$ cat src/rtl/tdm_sel_pkg.sv
package tdm_sel_pkg;
  localparam int unsigned DEF_SLOT_W    = 6;
  localparam int unsigned DEF_SLOT_BITS = 8;
  localparam logic        UNDERRUN_FILL = 1'b1;
endpackage

$ cat src/rtl/tdm_frame_ctr.sv
module tdm_frame_ctr
  import tdm_sel_pkg::*;
#(
  parameter int unsigned SLOT_W    = DEF_SLOT_W,
  parameter int unsigned SLOT_BITS = DEF_SLOT_BITS,
  parameter int unsigned POS_W     = SLOT_W + $clog2(SLOT_BITS)
) (
  input  logic                 clk_i,
  input  logic                 rst_ni,
  input  logic                 fs_i,
  input  logic [SLOT_W-1:0]    slot_i,
  input  logic [SLOT_BITS-1:0] mask_i,
  output logic [POS_W-1:0]     pos_nxt_o,
  output logic [SLOT_W-1:0]    slot_nxt_o,
  output logic [SLOT_BITS-1:0] mask_nxt_o,
  output logic [POS_W-1:0]     pos_o,
  output logic [SLOT_W-1:0]    slot_o,
  output logic [SLOT_BITS-1:0] mask_o
);
  logic [POS_W-1:0]     pos_q;
  logic [SLOT_W-1:0]    slot_q;
  logic [SLOT_BITS-1:0] mask_q;

  always_comb begin
    pos_nxt_o  = fs_i ? '0 : pos_q + 1'b1;
    slot_nxt_o = fs_i ? slot_i : slot_q;
    mask_nxt_o = fs_i ? mask_i : mask_q;
  end

  always_ff @(posedge clk_i or negedge rst_ni) begin
    if (!rst_ni) begin
      pos_q  <= '0;
      slot_q <= '0;
      mask_q <= '0;   // channel off until first frame sync
    end else begin
      pos_q  <= pos_nxt_o;
      slot_q <= slot_nxt_o;
      mask_q <= mask_nxt_o;
    end
  end

  assign pos_o  = pos_q;
  assign slot_o = slot_q;
  assign mask_o = mask_q;


  pos_restart_chk: assert property (@(posedge clk_i) disable iff (!rst_ni)
    fs_i |=> pos_q == '0);

  pos_step_chk: assert property (@(posedge clk_i) disable iff (!rst_ni)
    !fs_i |=> pos_q == $past(pos_q) + 1'b1);

  cfg_hold_chk: assert property (@(posedge clk_i) disable iff (!rst_ni)
    !fs_i |=> $stable(mask_q) && $stable(slot_q));
endmodule

$ cat src/rtl/tdm_slot_decode.sv
module tdm_slot_decode
  import tdm_sel_pkg::*;
#(
  parameter int unsigned SLOT_W    = DEF_SLOT_W,
  parameter int unsigned SLOT_BITS = DEF_SLOT_BITS,
  parameter int unsigned POS_W     = SLOT_W + $clog2(SLOT_BITS)
) (
  input  logic [POS_W-1:0]     pos_i,
  input  logic [SLOT_W-1:0]    slot_i,
  input  logic [SLOT_BITS-1:0] mask_i,
  output logic                 en_o
);
  localparam int unsigned BIT_W = $clog2(SLOT_BITS);

  logic                 slot_hit;
  logic [BIT_W-1:0]     bit_idx;
  logic [SLOT_BITS-1:0] bit_sel;

  assign slot_hit = (pos_i[POS_W-1:BIT_W] == slot_i);
  assign bit_idx  = pos_i[BIT_W-1:0];

  // line order: first bit of slot maps to mask MSB
  for (genvar b = 0; b < SLOT_BITS; b++) begin : g_bit
    assign bit_sel[b] = (bit_idx == BIT_W'(b)) && mask_i[SLOT_BITS-1-b];
  end

  assign en_o = slot_hit && (|bit_sel);
endmodule

$ cat src/rtl/tdm_tx_lane.sv
module tdm_tx_lane
  import tdm_sel_pkg::*;
(
  input  logic clk_i,
  input  logic rst_ni,
  input  logic en_nxt_i,
  input  logic vld_i,
  input  logic bit_i,
  output logic rdy_o,
  output logic tx_o,
  output logic oe_o
);
  logic tx_q;
  logic oe_q;

  assign rdy_o = en_nxt_i;

  always_ff @(posedge clk_i or negedge rst_ni) begin
    if (!rst_ni) begin
      tx_q <= UNDERRUN_FILL;
      oe_q <= 1'b0;
    end else begin
      oe_q <= en_nxt_i;
      if (en_nxt_i) tx_q <= vld_i ? bit_i : UNDERRUN_FILL;
    end
  end

  assign tx_o = tx_q;
  assign oe_o = oe_q;


  underrun_fill_chk: assert property (@(posedge clk_i) disable iff (!rst_ni)
    en_nxt_i && !vld_i |=> oe_o && tx_o);

  tx_data_chk: assert property (@(posedge clk_i) disable iff (!rst_ni)
    en_nxt_i && vld_i |=> oe_o && (tx_o == $past(bit_i)));
endmodule

$ cat src/rtl/tdm_rx_lane.sv
module tdm_rx_lane (
  input  logic clk_i,
  input  logic rst_ni,
  input  logic en_i,
  input  logic rx_i,
  output logic bit_o,
  output logic vld_o
);
  logic bit_q;
  logic vld_q;

  // sampled mid-period on the falling edge
  always_ff @(negedge clk_i or negedge rst_ni) begin
    if (!rst_ni) begin
      bit_q <= 1'b0;
      vld_q <= 1'b0;
    end else begin
      vld_q <= en_i;
      if (en_i) bit_q <= rx_i;
    end
  end

  assign bit_o = bit_q;
  assign vld_o = vld_q;


  rx_capture_chk: assert property (@(negedge clk_i) disable iff (!rst_ni)
    en_i |=> vld_o && (bit_o == $past(rx_i)));
endmodule

$ cat src/rtl/tdm_slot_sel.sv
module tdm_slot_sel
  import tdm_sel_pkg::*;
#(
  parameter int unsigned SLOT_W    = DEF_SLOT_W,
  parameter int unsigned SLOT_BITS = DEF_SLOT_BITS
) (
  input  logic                 clk_i,
  input  logic                 rst_ni,
  input  logic                 fs_i,
  input  logic [SLOT_W-1:0]    slot_i,
  input  logic [SLOT_BITS-1:0] mask_i,
  input  logic                 rx_i,
  output logic                 rx_bit_o,
  output logic                 rx_vld_o,
  input  logic                 tx_bit_i,
  input  logic                 tx_vld_i,
  output logic                 tx_rdy_o,
  output logic                 tx_o,
  output logic                 tx_oe_o
);
  localparam int unsigned POS_W = SLOT_W + $clog2(SLOT_BITS);

  logic [POS_W-1:0]     pos_nxt, pos_cur;
  logic [SLOT_W-1:0]    slot_nxt, slot_act;
  logic [SLOT_BITS-1:0] mask_nxt, mask_act;
  logic                 en_nxt, en_cur;

  tdm_frame_ctr #(.SLOT_W(SLOT_W), .SLOT_BITS(SLOT_BITS), .POS_W(POS_W)) u_ctr (
    .clk_i      (clk_i),
    .rst_ni     (rst_ni),
    .fs_i       (fs_i),
    .slot_i     (slot_i),
    .mask_i     (mask_i),
    .pos_nxt_o  (pos_nxt),
    .slot_nxt_o (slot_nxt),
    .mask_nxt_o (mask_nxt),
    .pos_o      (pos_cur),
    .slot_o     (slot_act),
    .mask_o     (mask_act)
  );

  // look-ahead decode for the period about to start (tx side)
  tdm_slot_decode #(.SLOT_W(SLOT_W), .SLOT_BITS(SLOT_BITS), .POS_W(POS_W)) u_dec_nxt (
    .pos_i  (pos_nxt),
    .slot_i (slot_nxt),
    .mask_i (mask_nxt),
    .en_o   (en_nxt)
  );

  // decode for the running period (rx side)
  tdm_slot_decode #(.SLOT_W(SLOT_W), .SLOT_BITS(SLOT_BITS), .POS_W(POS_W)) u_dec_cur (
    .pos_i  (pos_cur),
    .slot_i (slot_act),
    .mask_i (mask_act),
    .en_o   (en_cur)
  );

  tdm_tx_lane u_tx (
    .clk_i    (clk_i),
    .rst_ni   (rst_ni),
    .en_nxt_i (en_nxt),
    .vld_i    (tx_vld_i),
    .bit_i    (tx_bit_i),
    .rdy_o    (tx_rdy_o),
    .tx_o     (tx_o),
    .oe_o     (tx_oe_o)
  );

  tdm_rx_lane u_rx (
    .clk_i  (clk_i),
    .rst_ni (rst_ni),
    .en_i   (en_cur),
    .rx_i   (rx_i),
    .bit_o  (rx_bit_o),
    .vld_o  (rx_vld_o)
  );


  zero_mask_chk: assert property (@(posedge clk_i) disable iff (!rst_ni)
    (mask_act == '0) |-> !tx_oe_o && !rx_vld_o);

  slot_match_chk: assert property (@(posedge clk_i) disable iff (!rst_ni)
    tx_oe_o |-> (pos_cur[POS_W-1:$clog2(SLOT_BITS)] == slot_act));
endmodule

$ cat config.mk
export PLATFORM = sky130hd
export DESIGN_NAME = tdm_slot_sel
export DESIGN_NICKNAME = d
export VERILOG_FILES = /design/src/rtl/tdm_sel_pkg.sv /design/src/rtl/tdm_frame_ctr.sv /design/src/rtl/tdm_slot_decode.sv /design/src/rtl/tdm_tx_lane.sv /design/src/rtl/tdm_rx_lane.sv /design/src/rtl/tdm_slot_sel.sv
export SDC_FILE = /design/constraint.sdc
export NUM_CORES = 1
export LEC_CHECK = 0
export BUFFER_PORTS_ARGS = -buffer_cell sky130_fd_sc_hd__buf_2
export CORE_MARGIN = 2
export CORE_UTILIZATION = 54
export DETAILED_ROUTE_END_ITERATION = 6
export PLACE_DENSITY = 0.74
export SYNTH_ARGS = -nofsm -noshare
export SYNTH_HDL_FRONTEND = slang
export SYNTH_SLANG_ARGS = --single-unit
$ cat constraint.sdc
create_clock -name clk_i -period 2.5 [get_ports clk_i]
set_input_delay 0.125 -clock clk_i [delete_from_list [all_inputs] [get_ports clk_i]]
set_output_delay 0.125 -clock clk_i [all_outputs]
set_load 0.02 [all_outputs]
# Yosys cells after proc, flatten, opt, wreduce, memory -nomap -nowiden
# Cells that the tools add are included.
# word_totals
reg_bits	27
latch_bits	0
ram_bits	0
romBits	0
in_bits	20
output_inout_bits	5
wordCells	50
mem_count	0
# classes
n_addsub	1
multipliers	0
div_mod_pow	0
n_lt_le_gt_ge	0
n_eq_ne	16
shifts	0
mux	4
bitwise	0
reduce_logical	22
# ops
op	n
$eq A3 B3 Y1 const B	8
$logic_and A1 B1 Y1	18
$reduce_or A8 Y1	2
$eq A3 B2 Y1 const B	4
$eq A6 B6 Y1	2
$add A9 B1 Y9 const B	1
$mux W9	1
$mux W8	1
$eq A3 B1 Y1 const B	2
$logic_not A3 Y1	2
$mux W6	1
$mux W1	1

# Depth between registers and ports, before layout
# Gate-level depths: netlist of run 1.
# logic_depth
word_depth	6
ltp_mapped	9

# By module
# A second synthesis of run 1 with hierarchy kept.
# hier_totals
cells_unflattened	107
hier_area_um2	1313.8
# modules_own_cells
mod	instances	cells_per_inst	area_per_inst_um2
tdm_frame_ctr	1	68	913.4
tdm_slot_decode	2	15	131.4
tdm_tx_lane	1	6	72.6
tdm_rx_lane	1	3	65.1

==> flow_summary_export.csv, run 1 <==
group,metric,value,unit
status,outcome,"finished with violations",
status,violations,"setup timing",
floorplanning,fp.dieH,56.07,um
sta,tightest_slew,0.4835,ns
setup_path,cp_max_fo,4,
placement,place_area,1757,sq um
clocking,cts_buffer_depth,2,
yosys,netlist_instances,133,
layout,final_nets,213,
route,firstDrtPassIters,4,
yosys,yosysUniqueCellTypes,38,
sta,maxSlewViolCount,0,
setup_path,end_kind,"register",
global_routing,grt_start_max_net_pins,22,
yosys,yosys-top-cells-area,"dfrtp_1, mux2_1, xnor2_1",
route,vias,1183,
placement,gp_congestion,0.8730,
setup_path,arrival,1.84,ns
clocking,cts_tree,"built",
sta,setup_viol,3,
run,maxCapViolations,0,
yosys,yosysSeqAreaShare,0.4624,
placement,numPortBuffers,24,
sta,maxSlewHeadroom,0.6777,
yosys,yosysTopAreaCell,"dfrtp_1",
pwr,cellLeakagePower,0.0009123,uW
clocking,cts_made_buffers,3,
yosys,synth.net_count,158,
setup_path,crit_path_start_kind,"register",
layout,drive_gt1_frac,0.3636,
global_routing,grt.total_usage,0.2253,
setup_path,r2r_start,"u_ctr.pos_o[0]",
layout,fin_area,1937,sq um
floorplanning,coreArea,2522,sq um
sta,final-hold-violation-count,0,
layout,n_fill_cell,176,
sta,fin_skew,0.01751,ns
floorplanning,die_w,56.07,um
placement,dp_hpwl,2403,um
pwr,vdd_ir_drop_max,0.4747,mV
hold_path,hold_class,"in2reg",
global_routing,antenna_found_initial,0,
floorplanning,die-area,3143,sq um
sta,hold_slack,0.02634,ns
pwr,power_density,480.0,nW/um^2
setup_path,rrSetupSlack,-0.41,ns
floorplanning,num_rows,18,
clocking,h-tree-depth,1,
clocking,cts.sinks,27,
sta,setup_slack,-0.4133,ns
setup_path,crit_chain,"inv_2 -> ha_2 -> a22oi_2 -> nand2_1 -> o21ai_1 -> nor4_2 -> mux2_1",
route,route.antenna.remaining_nets,0,
route,avgRoutedWirePerCell,15.15,um
layout,final_core_util,0.7679,
layout,ff_latch_area,676.9,sq um
route,drc,0,
global_routing,grt_pass1_vias,1154,
route,vias_per_cell,5.452,
layout,synthToLayoutAreaGrowth,32.31,%
setup_path,cp.required,1.42,ns
sta,rsz0062_at_grt,"true",
layout,layout_common_cells,"dfrtp_1, buf_2, buf_4",
route,drtIter0Drc,18,
placement,pre_cts_slack,-0.4143,ns
yosys,netlist_area,1464,sq um
setup_path,endpoint,"u_rx.bit_o",
floorplanning,start_util,0.5804,
setup_path,crit_type,"reg2reg",
clocking,cts.clk_slew.worst_paths,0.15,ns
yosys,yosysWarnings,0,
layout,multi_input_area,783.3,sq um
setup_path,slowest_stage,"dfrtp_1",
yosys,ys_ff_latch,27,
setup_path,critPathLaunch,"u_ctr.pos_o[0]",
route,drt_wl_total,3288,um
setup_path,worst_path_dominant_cell_family,"flip-flops",
setup_path,reg2reg_depth,7,
setup_path,reg2reg_to,"u_rx.bit_o",
global_routing,grt_pass1_wl,5423,um
clocking,clk_root_buffer_cell,"clkbuf_4",
yosys,synth_top_area_frac,0.4103,
setup_path,path_buf_inv,1,
setup_path,slowest_delay,0.45,ns
layout,mostFrequentLayoutCell,"dfrtp_1",
yosys,avgSynthCellArea,11.01,sq um
global_routing,overflow,0,
clocking,worst_skew_pair.late_latency,0.33,ns
layout,diodes,0,
setup_path,worstSetupPathDepth,7,
floorplanning,pin_count,25,
==> per-layer routing <==
metal | share of wire | wire length, um | track usage
met2 | 0.52 | 1699 | 0.3731
met4 | 0.016 | 53 | 0.08163
met5 | 0 | 0 | 0
met1 | 0.43 | 1430 | 0.3028
met3 | 0.032 | 104 | 0.02791
==> cell families (layout without fill, tap and decap cells) <==
| family | after synthesis | after routing | share of synthesized area |
|---|---|---|---|
| mux | 17 | 17 | 0.1291 |
| buf+inv | 14 | 68 | 0.04102 |
| simple gates | 38 | 38 | 0.1615 |
| compound gates | 20 | 20 | 0.09146 |
| xor+xnor | 12 | 12 | 0.07180 |
| fa+ha+maj | 5 | 5 | 0.04274 |
| flops | 27 | 27 | 0.4624 |
==> sequential cells by signal, indices dropped and copies added, names as in the netlist <==
name,flops
u_ctr.mask_o,8
u_ctr.pos_o,9
u_ctr.slot_o,6
u_rx.bit_o,1
u_rx.vld_o,1
u_tx.oe_o,1
u_tx.tx_o,1
==> worst min-delay path by stage <==
| stage | from | to | slack (ns) | depth (start not counted) |
|---|---|---|---|---|
| after detailed placement | rst_ni | u_ctr.slot_o[4] | 0.05 | 1 |
| after global placement | rst_ni | u_ctr.slot_o[4] | 0.05 | 1 |
| after floorplan | rst_ni | u_ctr.mask_o[0] | -0.17 | 0 |
| after CTS | slot_i[2] | u_ctr.slot_o[2] | 0.002 | 2 |
| after global routing | slot_i[0] | u_ctr.slot_o[0] | 0.02 | 3 |
| final | slot_i[1] | u_ctr.slot_o[1] | 0.03 | 3 |
==> Yosys cell counts, drive strengths merged <==
cell / number
dfrtp: 24
mux2: 12
inv: 9
xnor2: 9
a21oi: 5
buf: 5
ha: 5
mux2i: 5
nand2: 5
nor2: 5
a22oi: 4
nor3: 4
o21a: 4
o21ai: 4
and3: 3
nand2b: 3
nand3: 3
nor4: 3
xor2: 3
dfrtn: 2
nand4: 2
nor4b: 2
o2111ai: 2
or2: 2
and3b: 1
and4: 1
and4b: 1
dfstp: 1
nor2b: 1
nor3b: 1
o211ai: 1
or3: 1
==> metrics by stage <==
stage,setup TNS (ns),cells,total power [uW]
final,-0.5942,217,929.7
after detailed placement,-0.5142,202,725.1
after global placement,-0.3330,202,712.9
after floorplan,-0.4651,133,634.6
after CTS,-0.5560,215,931.0
after global routing,-0.7808,217,983.2
==> where the power goes <==
part	leakage, uW	total [uW]	switching [uW]	internal [uW]
Sequential	0.000339	509	28.5	480
Combinational	0.000556	229	109	119
Clock	0.0000177	192	132	60.2
==> worst register-to-register path, cell delays in order (launching register included) <==
cell     delay, ns
dfrtp_1       0.45
inv_2         0.08
ha_2          0.20
a22oi_2       0.18
nand2_1       0.07
o21ai_1       0.16
nor4_2        0.06
mux2_1        0.31
==> layout make-up <==
| type | instances | area share |
|---|---|---|
| multi-input cells | 92 | 0.4044 |
| repair buffers | 55 | 0.1951 |
| well taps | 30 | 0.01938 |
| flip-flops and latches | 27 | 0.3495 |
| clock buffers | 3 | 0.01163 |
| clock inverters | 1 | 0.002584 |
| inverters | 9 | 0.01744 |
==> what timing repair did <==
action	CTS	global route
setup buffers	2	0
pin swaps	3	0
resized for setup	8	2
hold endpoints to repair	18	2
gates cloned	0	0
hold buffers	7	2
setup endpoints to repair	3	3
No activity file was read; power rests on OpenSTA's default activity.
==> run 2, diff against run 1 <==
Settings changed: ABC_AREA set to 1, PLACE_DENSITY 0.74 to 0.73, TNS_END_PERCENT set to 100.
==> flow_summary_export.csv, run 2 <==
group,metric,value,unit
status,outcome,"finished with violations",
status,violations,"setup timing",
setup_path,crit_type,"reg2reg",
clocking,cts_tree,"built",
setup_path,reg2reg_depth,8,
layout,ff_latch_area,679.4,sq um
setup_path,cp.required,1.43,ns
yosys,yosys-top-cells-area,"dfrtp_1, nand2_1, inv_1",
route,drt_wl_total,3698,um
setup_path,crit_top_cell,"nand2_1",
yosys,yosysSeqAreaShare,0.4117,
placement,numPortBuffers,24,
run,maxCapViolations,0,
hold_path,worstHoldStart,"tx_vld_i",
yosys,synth_top_area_frac,0.3653,
hold_path,hold_class,"in2reg",
pwr,power_density,446.1,nW/um^2
global_routing,use_met1,0.3198,
setup_path,slowest_stage,"dfrtp_2",
sta,maxSlewViolCount,0,
clocking,h-tree-depth,1,
setup_path,r2r_start,"u_ctr.pos_o[0]",
pwr,cellLeakagePower,0.001135,uW
global_routing,grt.total_usage,0.2359,
route,drtIter0Drc,69,
route,route.antenna.remaining_nets,0,
clocking,cts.clk_slew.worst_paths,0.14,ns
setup_path,worst_path_dominant_cell_family,"flip-flops",
yosys,ys.flop_type,"dfrtp_1",
yosys,netlist_area,1644,sq um
floorplanning,num_rows,20,
floorplanning,start_util,0.5521,
route,avgRoutedWirePerCell,11.78,um
setup_path,crit_chain,"inv_4 -> ha_4 -> nand2_2 -> a41oi_2 -> a21oi_2 -> nor2_1 -> nand2_1 -> nand2_1",
layout,layout_common_cells,"nand2_1, inv_1, buf_2",
setup_path,slowest_delay,0.48,ns
floorplanning,pin_count,25,
setup_path,end_kind,"register",
clocking,worst_skew_pair.late_latency,0.33,ns
layout,fin_cells,314,
layout,synthToLayoutAreaGrowth,27.32,%
global_routing,busiest_layer,"met2",
sta,rsz0062_at_grt,"true",
setup_path,cp_max_fo,5,
floorplanning,coreArea,2978,sq um
yosys,netlist_instances,232,
route,firstDrtPassIters,4,
sta,setup_slack,-0.09253,ns
yosys,synth_edf_count,0,
layout,mostFrequentLayoutCell,"nand2_1",
floorplanning,die_w,59.18,um
sta,fin_skew,0.01014,ns
layout,multi_input_area,874.6,sq um
layout,largest_reg_flops,9,
layout,final_nets,307,
yosys,ys_ff_latch,27,
global_routing,use_met2,0.3968,
route,vias,1561,
layout,drive_gt1_frac,0.2954,
global_routing,grt_pass1_wl,6203,um
pwr,vdd_ir_drop_max,0.3299,mV
setup_path,critPathLaunch,"u_ctr.pos_o[0]",
route,drc,0,
setup_path,crit_path_start_kind,"register",
clocking,cts_buffer_depth,2,
route,vias_per_cell,4.971,
sta,final-hold-violation-count,0,
global_routing,grt_pass1_vias,1459,
setup_path,worstSetupPathDepth,8,
layout,n_fill_cell,255,
yosys,yosysWarnings,0,
sta,setup_viol,1,
setup_path,path_buf_inv,1,
layout,diodes,0,
floorplanning,die-area,3502,sq um
hold_path,whs_path_depth,4,
yosys,synth.net_count,257,
clocking,cts.sinks,27,
floorplanning,fp.dieH,59.18,um
global_routing,overflow,0,
sta,maxSlewHeadroom,0.7584,
clocking,cts_made_buffers,3,
clocking,clk_root_buffer_cell,"clkbuf_4",
yosys,synthTopCellsByCount,"nand2_1, inv_1, dfrtp_1, nor2_1",
sta,hold_slack,0.02530,ns
yosys,yosysMostFrequentCell,"nand2_1",
setup_path,arrival,1.52,ns
sta,tightest_slew,0.3619,ns
placement,dp_hpwl,2679,um
yosys,yosysTopAreaCell,"dfrtp_1",
yosys,async_reset_ff_frac,1.000,
placement,gp_congestion,0.8730,
yosys,avgSynthCellArea,7.087,sq um
placement,dp.cells,301,
global_routing,grt_start_max_net_pins,21,
yosys,yosysUniqueCellTypes,27,
global_routing,use_met3,0.01965,
global_routing,antenna_found_initial,0,
## run 2: cell types whose count changed in the layout (fill, tap and decap cells not counted), moves of 5 or more
cell | previous run | this run
nand4_1 | 2 | 11
xnor2_1 | 8 | 0
nand3_2 | 0 | 6
inv_1 | 7 | 28
nor2_1 | 5 | 21
mux2i_1 | 5 | 0
nand2_2 | 0 | 5
mux2_1 | 11 | 0
inv_2 | 2 | 7
nand2_1 | 5 | 84
nand3_1 | 3 | 8
## run 2: repair_timing
| action | 4_1_cts | 5_1_grt |
|---|---|---|
| hold buffers | 6 | 0 |
| setup endpoints to repair | 2 | 3 |
| hold endpoints to repair | 29 | 0 |
| resized for setup | 4 | 8 |
| pin swaps | 2 | 2 |
| buffers inserted | 2 | 1 |
## run 2: area by class of cell
| class | instances | area share |
|---|---|---|
| clock inverters | 1 | 0.002391 |
| clock buffers | 3 | 0.01076 |
| multi-input cells | 164 | 0.4178 |
| well taps | 33 | 0.01973 |
| repair buffers | 50 | 0.1590 |
| inverters | 36 | 0.06575 |
| flip-flops and latches | 27 | 0.3246 |
## run 2: power breakdown
group | switching (uW) | leakage [uW] | internal [uW] | total (uW)
Combinational | 137 | 0.000782 | 97.1 | 234
Clock | 130 | 0.0000177 | 60.1 | 190
Sequential | 30.7 | 0.000336 | 479 | 510
Total | 298 | 0.00114 | 636 | 934
## run 2: cells by family (layout without fill, tap and decap cells)
group | after synthesis | after routing | share of synthesized area
AO/OA/AOI/OAI | 10 | 10 | 0.03500
XOR/XNOR | 2 | 2 | 0.01066
adder cells (fa/ha/maj) | 5 | 5 | 0.03805
buffers and inverters | 41 | 90 | 0.1050
flip-flops | 27 | 27 | 0.4117
AND/OR/NAND/NOR | 147 | 147 | 0.3995
## run 2: path summary, 6_finish.rpt
kind,to,slack (ns)
max in group asynchronous,u_rx.bit_o,0.99
min in group asynchronous,u_ctr.pos_o[3],0.15
min reg2reg,u_rx.bit_o,0.43
max reg2reg,u_rx.bit_o,-0.09
min,u_tx.tx_o,0.03
max,u_rx.bit_o,-0.09
## run 2: per-layer routing
layer | vias to the layer above | routed length (um)
met1 | 698 | 1868
met2 | 41 | 1641
met3 | 6 | 137
met4 | 0 | 51
met5 | - | 0
li1 | 816 | -
## run 2: per-stage QoR
step                  util  area [sq um]  setup TNS [ns]  setup slack, ns  power [uW]
floorplan                -          1688        -0.03831         -0.03831       655.2
global placement    0.6513          1939        -0.05054         -0.05054       728.2
detailed placement  0.6513          1939        -0.06095         -0.06095       731.8
CTS                 0.6916          2059        -0.09740         -0.09740       934.2
global route        0.7029          2093         -0.3211          -0.1905       990.1
finish              0.7029          2093        -0.09253         -0.09253       933.8
## run 2: tightest hold or removal path, cell delays in order
cell and delay [ns]:
buf_2 0.07, nand2_1 0.04, nand4_1 0.07, nand2_1 0.05
